$ cat src/rtl/pd_pkg.sv
package pd_pkg;
   localparam int CTRL_W   = 8;
   localparam int DATA_W   = 16;
   localparam int STAT_W   = 4;

   // control bit positions (software contract)
   localparam int PRB_ADC  = 0;
   localparam int PRB_DAC  = 1;
   localparam int PRB_MIX  = 2;
   localparam int PRB_VREF = 3;
   localparam int PRB_LINK = 4;
   localparam int PRB_ICLK = 5;

   // status slot order in readback
   typedef enum int {
      SEC_ADC  = 0,
      SEC_DAC  = 1,
      SEC_ANL  = 2,
      SEC_LINK = 3
   } sec_e;

   typedef struct packed {
      logic iclk;
      logic link;
      logic vref;
      logic mix;
      logic dac;
      logic adc;
   } pwr_en_t;
endpackage

$ cat src/rtl/pd_ctrl_reg.sv
module pd_ctrl_reg
   import pd_pkg::*;
#(
   parameter int                ADDR_W  = 7,
   parameter logic [ADDR_W-1:0] INDEX   = 7'h26,
   parameter logic [CTRL_W-1:0] DEFAULT = '0
) (
   input  logic              clk,
   input  logic              cold_rst,
   input  logic              pin_n,
   input  logic              sync_pulse,
   input  logic              we,
   input  logic [ADDR_W-1:0] addr,
   input  logic [DATA_W-1:0] wdata,
   output logic [CTRL_W-1:0] ctrl_q
);
   logic wr_hit;
   logic asleep;

   assign wr_hit = we && (addr == INDEX);
   assign asleep = ctrl_q[PRB_LINK];

   // priority: cold reset, pin hold, wake, write
   always_ff @(posedge clk or posedge cold_rst) begin
      if (cold_rst) begin
         ctrl_q <= DEFAULT;
      end else if (!pin_n) begin
         ctrl_q <= '1;
      end else if (asleep) begin
         if (sync_pulse) ctrl_q[PRB_LINK] <= 1'b0;
      end else if (wr_hit) begin
         ctrl_q <= wdata[DATA_W-1 -: CTRL_W];
      end
   end
endmodule

$ cat src/rtl/pd_decode.sv
module pd_decode
   import pd_pkg::*;
(
   input  logic [CTRL_W-1:0] ctrl,
   output pwr_en_t           en
);
   always_comb begin
      en.adc  = ~ctrl[PRB_ADC];
      en.dac  = ~ctrl[PRB_DAC];
      en.mix  = ~(ctrl[PRB_MIX] | ctrl[PRB_VREF]);
      en.vref = ~ctrl[PRB_VREF];
      en.link = ~ctrl[PRB_LINK];
      en.iclk = ~ctrl[PRB_ICLK];
   end
endmodule

$ cat src/rtl/pd_settle.sv
module pd_settle #(
   parameter int SETTLE = 8
) (
   input  logic clk,
   input  logic cold_rst,
   input  logic en,
   output logic rdy
);
   localparam int CNT_W = (SETTLE < 2) ? 1 : $clog2(SETTLE + 1);
   localparam logic [CNT_W-1:0] LAST = CNT_W'(SETTLE - 1);

   if (SETTLE < 1) begin : g_bad_settle
      $error("pd_settle: SETTLE must be at least 1");
   end

   logic [CNT_W-1:0] cnt_q;
   logic             flag_q;

   always_ff @(posedge clk or posedge cold_rst) begin
      if (cold_rst) begin
         cnt_q  <= '0;
         flag_q <= 1'b0;
      end else if (!en) begin
         cnt_q  <= '0;
         flag_q <= 1'b0;
      end else if (!flag_q) begin
         if (cnt_q == LAST) flag_q <= 1'b1;
         else               cnt_q  <= cnt_q + 1'b1;
      end
   end

   // drops in the same cycle the section is powered down
   assign rdy = flag_q & en;
endmodule

$ cat src/rtl/codec_pwr_seq.sv
module codec_pwr_seq
   import pd_pkg::*;
#(
   parameter int                ADDR_W       = 7,
   parameter logic [ADDR_W-1:0] INDEX        = 7'h26,
   parameter logic [7:0]        CTRL_DEFAULT = 8'h00,
   parameter int                SETTLE_ADC   = 6,
   parameter int                SETTLE_DAC   = 9,
   parameter int                SETTLE_ANL   = 12,
   parameter int                SETTLE_LINK  = 4
) (
   input  logic              clk,
   input  logic              cold_rst,
   input  logic              rst_pin_n,
   input  logic              sync_pulse,
   input  logic              reg_we,
   input  logic [ADDR_W-1:0] reg_addr,
   input  logic [15:0]       reg_wdata,
   output logic [15:0]       reg_rdata,
   output logic              adc_en,
   output logic              dac_en,
   output logic              mix_en,
   output logic              vref_en,
   output logic              link_en,
   output logic              iclk_en
);
   localparam int PAD_W = DATA_W - CTRL_W - STAT_W;

   if (ADDR_W < 6) begin : g_bad_addr
      $error("codec_pwr_seq: ADDR_W too small for index");
   end
   if (PAD_W < 0) begin : g_bad_pad
      $error("codec_pwr_seq: readback layout does not fit");
   end

   function automatic int settle_of(input int s);
      case (s)
         SEC_ADC: return SETTLE_ADC;
         SEC_DAC: return SETTLE_DAC;
         SEC_ANL: return SETTLE_ANL;
         default: return SETTLE_LINK;
      endcase
   endfunction

   logic [CTRL_W-1:0] ctrl_q;
   pwr_en_t           en;
   logic [STAT_W-1:0] sec_en;
   logic [STAT_W-1:0] stat;

   pd_ctrl_reg #(
      .ADDR_W (ADDR_W),
      .INDEX  (INDEX),
      .DEFAULT(CTRL_DEFAULT)
   ) u_reg (
      .clk       (clk),
      .cold_rst  (cold_rst),
      .pin_n     (rst_pin_n),
      .sync_pulse(sync_pulse),
      .we        (reg_we),
      .addr      (reg_addr),
      .wdata     (reg_wdata),
      .ctrl_q    (ctrl_q)
   );

   pd_decode u_dec (
      .ctrl(ctrl_q),
      .en  (en)
   );

   assign sec_en[SEC_ADC]  = en.adc;
   assign sec_en[SEC_DAC]  = en.dac;
   assign sec_en[SEC_ANL]  = en.mix;
   assign sec_en[SEC_LINK] = en.link;

   for (genvar g = 0; g < STAT_W; g++) begin : g_settle
      pd_settle #(.SETTLE(settle_of(g))) u_settle (
         .clk     (clk),
         .cold_rst(cold_rst),
         .en      (sec_en[g]),
         .rdy     (stat[g])
      );
   end

   assign reg_rdata = (reg_addr == INDEX) ? {ctrl_q, {PAD_W{1'b0}}, stat} : '0;

   assign adc_en  = en.adc;
   assign dac_en  = en.dac;
   assign mix_en  = en.mix;
   assign vref_en = en.vref;
   assign link_en = en.link;
   assign iclk_en = en.iclk;
endmodule

$ cat config.mk
export PLATFORM = sky130hd
export DESIGN_NAME = codec_pwr_seq
export DESIGN_NICKNAME = d
export VERILOG_FILES = /design/src/rtl/pd_pkg.sv /design/src/rtl/pd_ctrl_reg.sv /design/src/rtl/pd_decode.sv /design/src/rtl/pd_settle.sv /design/src/rtl/codec_pwr_seq.sv
export SDC_FILE = /design/constraint.sdc
export NUM_CORES = 1
export LEC_CHECK = 0
export ABC_AREA = 1
export BUFFER_PORTS_ARGS = -buffer_cell sky130_fd_sc_hd__buf_2
export CAP_MARGIN = 20
export CORE_UTILIZATION = 43
export DETAILED_ROUTE_END_ITERATION = 6
export PLACE_DENSITY = 0.67
export SYNTH_ARGS = -nofsm -noshare
export SYNTH_HDL_FRONTEND = slang
export SYNTH_SLANG_ARGS = --single-unit
$ cat constraint.sdc
create_clock -name clk -period 3 [get_ports clk]
set_input_delay 0.15 -clock clk [delete_from_list [all_inputs] [get_ports clk]]
set_output_delay 0.15 -clock clk [all_outputs]
set_load 0.01 [all_outputs]
==> results.py, run 1 <==
metrics = {
    "layout": {
        "final_common_cell": "buf_2",
        "fill_cells": 304,
        "final_cells": 253,
        "stdcell_area_um2": 1710,
        "syn2layout_area_growth_pct": 18.4,
        "final_nets": 246,
        "diodes": 0,
        "layout-drive-gt1-share": 0.263,
        "final_cell_mix": "buf_2 (37), nand2_1 (30), inv_1 (28), dfrtp_1 (26), nand3_1 (16)",
        "postLayoutCoreUtil": 0.548,
    },
    "worst_setup_path": {
        "cp.buffers_inverters": 2,
        "rrSetupSlack_ps": 1560,
        "crit_chain": "nor2_4 > inv_2 > nor3_4 > buf_2",
        "slowest_delay_ps": 450,
        "crit_family": "flip-flops",
        "crit_fanout": 5,
        "cp_data_arrival_time_ps": 1310,
        "startpoint_type": "flop",
        "critical_path_class": "flop to output port",
        "end_kind": "output port",
        "required_ps": 2850,
        "worst_path_max_delay_cell": "dfrtp_1",
    },
    "yosys": {
        "netlist_area_um2": 1450,
        "synth.avg_cell_area_um2": 8.51,
        "synth_area_leaders": "dfrtp_1 (45%), nand2_1 (7.8%), inv_1 (7.3%)",
        "yosys_warnings": 0,
        "synth_area_leader_cell": "dfrtp_1",
        "ys_ff_latch": 26,
        "ys_seq_area_frac": 0.450,
        "synth_top_area_frac": 0.450,
        "syn_inst": 170,
        "ys_types": 30,
    },
    "grt": {
        "grt_util_all_layers": 0.186,
        "grt_pass1_vias": 1176,
        "grt_pass1_wl_um": 4930,
        "grt_max_degree": 27,
        "overflow": 0,
        "antenna_found_initial": 0,
    },
    "outcome": {
        "status": "finished clean",
    },
    "sta": {
        "worst_slack_ps": 1540,
        "hold_ws_ps": 65.5,
        "rsz0062_at_grt": "no",
        "drv_slew": 0,
        "finalClockSkew_ps": 3.79,
        "period_share": 0.487,
        "setup_viol": 0,
        "period_minus_slack_ps": 1460,
        "fmax_ghz": 0.685,
        "setup_tns_ps": 0,
        "hold_viol": 0,
    },
    "floorplanning": {
        "start_util": 0.462,
        "row_count": 20,
        "io_pins": 50,
        "core_um2": 3130,
        "dieArea_um2": 3600,
        "die_h_um": 60.0,
        "die_w_um": 60.0,
    },
    "min_path": {
        "hold_path_class": "input port to flop",
    },
    "clocking": {
        "cts-root-buf": "clkbuf_4",
        "cts_tree": "built",
        "ctsHtreeMaxLevel": 1,
        "clkTransAtPathRegs_ps": 130,
        "cts.sinks": 26,
        "clock_latency_ps": 310,
        "clk_path_buf_depth": 2,
        "cts_buffers": 3,
        "cts_resized": 0,
    },
    "routing": {
        "drt-vias-per-instance": 4.86,
        "drt_pre_antenna_iters": 4,
        "wl_per_cell_um": 11.8,
        "drt_iter0_markers": 54,
        "drc": 0,
        "detail-route-antenna-nets": 0,
        "vias": 1230,
        "wirelength_um": 2990,
    },
    "pwr": {
        "p_leak_nw": 0.954,
        "powerDensity_nw_per_um2": 325,
        "power.total_uw": 557,
        "vdd_drop_max_mv": 0.198,
    },
    "place": {
        "place.gp.congestion": 0.796,
        "dp_hpwl_um": 2240,
        "portBuffers": 37,
        "dpl_cell_area_um2": 1650,
        "placed_cells": 248,
        "place_ws_ps": 1580,
    },
    "run": {
        "cap_viol_max_count": 0,
    },
}
## cells in the mapped netlist, drive strengths merged
cell	count
a21oi	5
buf	5
clkbuf	1
conb	1
dfrtp	26
ha	7
inv	29
mux2i	1
nand2	33
nand3	17
nand4	11
nor2	17
nor3	3
o21a	1
o21ai	9
o21bai	1
o22ai	1
o31ai	1
or2	1
## power breakdown
part           leakage, nW  switching, mW  internal, mW
combinational        0.618         0.0318        0.0219
sequential           0.322        0.00355         0.355
clock               0.0138         0.0978        0.0470
## layer usage
layer	wire length, µm	part of all wire	up-vias	track usage
li1	-	-	622	-
met1	1370	0.46	576	0.219
met2	1510	0.51	28	0.335
met3	72	0.024	4	0.0216
met4	30	0.010	0	0.0831
met5	0	0	-	0
## path summary, 6_finish.rpt
kind	startpoint	cells after the start	to
min in group asynchronous	cold_rst	3	g_settle[0].u_settle.cnt_q[0]
worst max-delay path	u_reg.ctrl_q[3]	4	reg_rdata[2]
worst min-delay path	reg_wdata[12]	3	u_reg.ctrl_q[4]
max in group asynchronous	cold_rst	4	g_settle[1].u_settle.cnt_q[0]
worst min register to register	u_reg.ctrl_q[7]	2	u_reg.ctrl_q[7]
worst max register to register	g_settle[3].u_settle.cnt_q[0]	8	g_settle[3].u_settle.cnt_q[2]
## final cells by class
class | count | area (µm²) | area share
multi-input cells | 112 | 653 | 0.381
flip-flops and latches | 26 | 651 | 0.380
repair buffers | 39 | 223 | 0.130
inverters | 29 | 109 | 0.0635
well taps | 44 | 55.1 | 0.0321
clock buffers | 3 | 22.5 | 0.0131
## registers in the layout (all words and copies together) (netlist names)
register and count:
u_reg.ctrl_q 8, g_settle.u_settle.cnt_q 14, g_settle.u_settle.flag_q 4
## cell families after synthesis
group | after synthesis | synth area share
and+or+nand+nor | 82 | 0.295
buffers and inverters | 35 | 0.106
DFF | 26 | 0.450
AOI/OAI and AO/OA | 18 | 0.0787
adders and majority gates | 7 | 0.0606
muxes | 1 | 0.00692
other | 1 | 0.00259
## timing repair
item / 4_1_cts / 5_1_grt
hold buffers: 0 / 1
hold endpoints to repair: 0 / 26
setup endpoints to repair: 0 / 0
setup buffers: 0 / 0
## worst min-delay path, delay by kind of cell
kind | cells | cell delay, ps
compound gates | 1 | 70
buf+inv | 2 | 130
(Power assumes the default switching activity.)
==> run 2: changes to the inputs <==
PLACE_DENSITY = 0.7   (was 0.67)
clock period = 1.2 ns   (was 3 ns; I/O delays follow)
==> results.py, run 2 (synthesized netlist as in run 1, its figures left out) <==
metrics = {
    "outcome": {
        "status": "finished, violations left",
        "violations": "setup timing",
    },
    "worst_setup_path": {
        "crit_fanout": 3,
        "crit_family": "flip-flops",
        "cp.buffers_inverters": 1,
        "startpoint_type": "flop",
        "cp_data_arrival_time_ps": 1490,
        "rrSetupSlack_ps": -60,
        "crit_chain": "ha_2 > ha_4 > nor2_4 > buf_4 > a21oi_1 > o21a_1",
        "required_ps": 1440,
        "worst_path_max_delay_cell": "dfrtp_1",
        "reg2reg_to": "g_settle[3].u_settle.cnt_q[0]",
        "end_kind": "flop",
        "r2r_cells": 6,
        "critical_path_class": "flop to flop",
        "slowest_delay_ps": 410,
        "worst_r2r_startpoint": "g_settle[3].u_settle.cnt_q[0]",
    },
    "routing": {
        "detail-route-antenna-nets": 0,
        "drt_pre_antenna_iters": 4,
        "wl_per_cell_um": 11.0,
        "drt_iter0_markers": 25,
        "drt-vias-per-instance": 4.68,
        "vias": 1330,
        "drc": 0,
        "wirelength_um": 3130,
    },
    "sta": {
        "drv_slew": 0,
        "setup_viol": 6,
        "period_minus_slack_ps": 1260,
        "hold_viol": 0,
        "worst_slack_ps": -57.7,
        "finalClockSkew_ps": 4.12,
        "fmax_ghz": 0.795,
        "rsz0062_at_grt": "yes",
        "period_share": 1.05,
    },
    "layout": {
        "largest_register_ffs": 14,
        "top_regs": "g_settle.u_settle.cnt_q x14, u_reg.ctrl_q x8, g_settle.u_settle.flag_q x4",
        "fill_cells": 274,
        "layout-drive-gt1-share": 0.446,
        "regMostFlops": "g_settle.u_settle.cnt_q",
        "multi_input_area_um2": 736,
        "final_cell_mix": "buf_2 (38), nand2_1 (25), dfrtp_1 (25), buf_4 (23), inv_1 (19)",
        "final_nets": 276,
        "ff_latch_area_um2": 652,
        "final_cells": 284,
        "final_common_cell": "buf_2",
        "syn2layout_area_growth_pct": 41.0,
        "diodes": 0,
    },
    "floorplanning": {
        "dieArea_um2": 3600,
        "die_w_um": 60.0,
        "row_count": 20,
        "start_util": 0.462,
        "core_um2": 3130,
        "die_h_um": 60.0,
        "io_pins": 50,
    },
    "pwr": {
        "combPwrFrac": 0.109,
        "powerDensity_nw_per_um2": 742,
        "vdd_drop_max_mv": 0.508,
        "power.share.switching": 0.239,
        "pwr-share-clk": 0.300,
        "intPower_mw": 1.15,
        "pwr-share-seq": 0.591,
        "power.switching_uw": 362,
        "p_leak_nw": 1.09,
    },
    "grt": {
        "grt_pass1_wl_um": 5240,
        "grt_max_degree": 27,
        "antenna_found_initial": 0,
        "grt_pass1_vias": 1240,
        "overflow": 0,
        "grt_util_all_layers": 0.193,
    },
    "clocking": {
        "ctsHtreeMaxLevel": 1,
        "clock_latency_ps": 320,
        "cts.sinks": 26,
        "clk_path_buf_depth": 2,
        "cts_tree": "built",
        "cts-root-buf": "clkbuf_4",
        "clkTransAtPathRegs_ps": 150,
        "cts_buffers": 3,
    },
    "min_path": {
        "hold_depth": 3,
        "hold_path_end": "u_reg.ctrl_q[6]",
        "hp-start": "reg_wdata[14]",
        "hold_path_class": "input port to flop",
    },
    "place": {
        "dp_hpwl_um": 2080,
        "place_ws_ps": -47.8,
        "placed_cells": 261,
        "place.gp.congestion": 0.761,
        "portBuffers": 37,
    },
    "run": {
        "cap_viol_max_count": 0,
    },
}
## run 2: worst reg2reg max path, stage by stage, from the launching register on
cell	delay (ps)
dfrtp_1	410
ha_2	200
ha_4	160
nor2_4	120
buf_4	120
a21oi_1	50
o21a_1	100
## run 2: layout make-up
| class | instances | share of cell area |
|---|---|---|
| multi-input cells | 112 | 0.361 |
| repair buffers | 69 | 0.219 |
| flip-flops and latches | 26 | 0.320 |
| well taps | 44 | 0.0270 |
| inverters | 29 | 0.0558 |
| clock buffers | 4 | 0.0178 |
## run 2: worst max path at each step
stage | from | endpoint | slack, ps | cells after the start
after floorplan | g_settle[3].u_settle.cnt_q[0] | g_settle[3].u_settle.cnt_q[2] | 6 | 8
after global placement | g_settle[3].u_settle.cnt_q[0] | g_settle[3].u_settle.cnt_q[2] | -20 | 8
after detailed placement | g_settle[3].u_settle.cnt_q[0] | g_settle[3].u_settle.cnt_q[2] | -50 | 8
after CTS | u_reg.ctrl_q[2] | reg_rdata[2] | -60 | 4
after global routing | g_settle[3].u_settle.cnt_q[0] | g_settle[3].u_settle.cnt_q[2] | -100 | 8
final | g_settle[3].u_settle.cnt_q[0] | g_settle[3].u_settle.cnt_q[0] | -60 | 6
## run 2: power by group through the flow
| stage | logic (mW) | registers [mW] | clock network [mW] |
|---|---|---|---|
| 2_1_floorplan | 0.0866 | 0.910 | 0 |
| 3_3_place_gp | 0.138 | 0.911 | 0 |
| 3_5_place_dp | 0.141 | 0.911 | 0 |
| 4_1_cts | 0.162 | 0.894 | 0.465 |
| 5_1_grt | 0.188 | 0.896 | 0.487 |
| 6_report | 0.166 | 0.895 | 0.453 |
## run 2: per-layer routing
layer	vias to the layer above	share of wire	GRT usage	wire length [µm]
met5	-	0	0	0
met4	0	0.0067	0.0498	21
met3	2	0.030	0.0216	95
met2	34	0.51	0.338	1590
met1	615	0.45	0.253	1420
li1	679	-	-	-
## run 2: timing repair
| action | CTS | global route |
|---|---|---|
| pin swaps | 7 | 12 |
| hold endpoints to repair | 32 | 0 |
| buffers inserted | 8 | 5 |
| cloned | 1 | 0 |
| endpoints found under the setup margin | 11 | 23 |
| hold buffers | 5 | 0 |
| resized for setup | 12 | 22 |
## run 2: metrics by stage
step	area (µm²)	utilization	setup TNS [ps]	power [mW]	hold slack, ps
2_1_floorplan	1480	-	0	0.997	100
3_3_place_gp	1770	0.567	-33.6	1.05	134
3_5_place_dp	1770	0.567	-67.6	1.05	130
4_1_cts	1950	0.624	-216	1.52	0.479
5_1_grt	2040	0.652	-992	1.57	21.5
6_report	2040	0.652	-191	1.51	13.0
==> run 3: changes to the inputs <==
CORE_UTILIZATION = 44   (was 43)
PLACE_DENSITY = 0.71   (was 0.7)
REMOVE_ABC_BUFFERS = 1   (was default)
==> results.py, run 3 (synthesized netlist as in run 1, its figures left out) <==
metrics = {
    "outcome": {
        "status": "finished, violations left",
        "violations": "setup timing",
    },
    "grt": {
        "grt_max_degree": 27,
        "grt_pass1_vias": 1212,
        "overflow": 0,
        "antenna_found_initial": 0,
        "grt_util_all_layers": 0.198,
        "grt_pass1_wl_um": 5170,
    },
    "sta": {
        "finalClockSkew_ps": 0.547,
        "fmax_ghz": 0.806,
        "period_minus_slack_ps": 1240,
        "drv_slew": 0,
        "setup_viol": 9,
        "worst_slack_ps": -40.2,
        "rsz0062_at_grt": "yes",
        "hold_viol": 0,
        "period_share": 1.03,
    },
    "floorplanning": {
        "io_pins": 50,
        "die_h_um": 59.3,
        "start_util": 0.470,
        "die_w_um": 59.3,
        "row_count": 20,
        "dieArea_um2": 3520,
        "core_um2": 3080,
    },
    "routing": {
        "detail-route-antenna-nets": 0,
        "vias": 1341,
        "wl_per_cell_um": 11.6,
        "drt_pre_antenna_iters": 4,
        "wirelength_um": 3280,
        "drt-vias-per-instance": 4.72,
        "drc": 0,
        "drt_iter0_markers": 61,
    },
    "layout": {
        "top_regs": "g_settle.u_settle.cnt_q x14, u_reg.ctrl_q x8, g_settle.u_settle.flag_q x4",
        "final_cell_mix": "buf_2 (36), buf_4 (28), dfrtp_1 (26), nand2_1 (22), inv_1 (22)",
        "final_common_cell": "buf_2",
        "fill_cells": 262,
        "layout-drive-gt1-share": 0.450,
        "largest_register_ffs": 14,
        "regMostFlops": "g_settle.u_settle.cnt_q",
        "diodes": 0,
        "final_nets": 277,
        "final_cells": 284,
        "ff_latch_area_um2": 651,
        "multi_input_area_um2": 751,
        "syn2layout_area_growth_pct": 41.3,
    },
    "worst_setup_path": {
        "end_kind": "flop",
        "crit_chain": "ha_2 > ha_4 > nor2_4 > buf_4 > a21oi_1 > o21a_1",
        "required_ps": 1420,
        "cp.buffers_inverters": 1,
        "slowest_delay_ps": 410,
        "cp.depth": 6,
        "cp_data_arrival_time_ps": 1460,
        "r2r_cells": 6,
        "critical_path_class": "flop to flop",
        "crit_family": "flip-flops",
        "startpoint_type": "flop",
        "crit_fanout": 3,
        "worst_path_max_delay_cell": "dfrtp_1",
    },
    "place": {
        "place.gp.congestion": 0.788,
        "portBuffers": 37,
        "place_ws_ps": -120,
        "placed_cells": 262,
        "dp_hpwl_um": 2140,
    },
    "pwr": {
        "vdd_drop_max_mv": 0.627,
        "powerDensity_nw_per_um2": 704,
        "p_leak_nw": 1.12,
    },
    "min_path": {
        "hold_depth": 3,
        "hold_path_class": "input port to flop",
    },
    "clocking": {
        "cts_tree": "built",
        "ctsHtreeMaxLevel": 1,
        "clkTransAtPathRegs_ps": 140,
        "clk_path_buf_depth": 2,
        "cts.sinks": 26,
        "cts_buffers": 3,
        "cts-root-buf": "clkbuf_4",
        "clock_latency_ps": 310,
    },
    "run": {
        "cap_viol_max_count": 0,
    },
}
==> run 3: metal layers <==
| layer | GRT usage | part of all wire | vias up |
|---|---|---|---|
| met5 | 0 | 0 | - |
| met2 | 0.327 | 0.51 | 31 |
| met4 | 0.0714 | 0.0052 | 0 |
| li1 | - | - | 690 |
| met1 | 0.270 | 0.46 | 618 |
| met3 | 0.0197 | 0.029 | 2 |
==> run 3: cell type report <==
type | count | share of cell area
timing repair buffer | 70 | 0.222
clock buffer | 3 | 0.0110
tap | 44 | 0.0269
multi-input combinational | 112 | 0.367
inverter | 29 | 0.0545
sequential | 26 | 0.318
==> run 3: where the power goes <==
group / total (mW) / leakage, nW / switching [mW] / internal [mW]
Sequential: 0.895 / 0.322 / 0.00807 / 0.887
Clock: 0.370 / 0.0138 / 0.253 / 0.117
Combinational: 0.172 / 0.786 / 0.0900 / 0.0825
Total: 1.44 / 1.12 / 0.351 / 1.09
==> run 3: per-stage QoR <==
step	instance area, µm²	hold WS [ps]	TNS, ps	util	power (mW)
3_5_place_dp	1760	129	-317	0.571	1.05
3_3_place_gp	1760	133	-182	0.571	1.05
2_1_floorplan	1410	100	-109	-	0.978
4_1_cts	1920	0.748	-204	0.622	1.43
6_report	2040	16.6	-152	0.664	1.44
5_1_grt	2040	37.0	-908	0.664	1.51
==> run 3: what timing repair did <==
item                                   4_1_cts  5_1_grt
pin swaps                                    7        9
hold buffers                                 2        2
setup endpoints to repair                   13       22
endpoints found under the hold margin       27        1
gates resized for setup                     14       25
buffers inserted                             9        6
==> run 3: worst paths after layout <==
check	start	end	slack [ps]
worst min-delay path	reg_wdata[10]	u_reg.ctrl_q[2]	20
max in group asynchronous	cold_rst	g_settle[2].u_settle.cnt_q[0]	630
worst min register to register	u_reg.ctrl_q[5]	u_reg.ctrl_q[5]	510
worst max register to register	g_settle[3].u_settle.cnt_q[1]	g_settle[3].u_settle.cnt_q[0]	-40
min in group asynchronous	cold_rst	g_settle[2].u_settle.cnt_q[2]	320
worst max-delay path	g_settle[3].u_settle.cnt_q[1]	g_settle[3].u_settle.cnt_q[0]	-40
==> run 3: worst min-delay path, stage by stage <==
cell,delay (ps)
buf_2,80
nand4_1,90
nand3_1,80
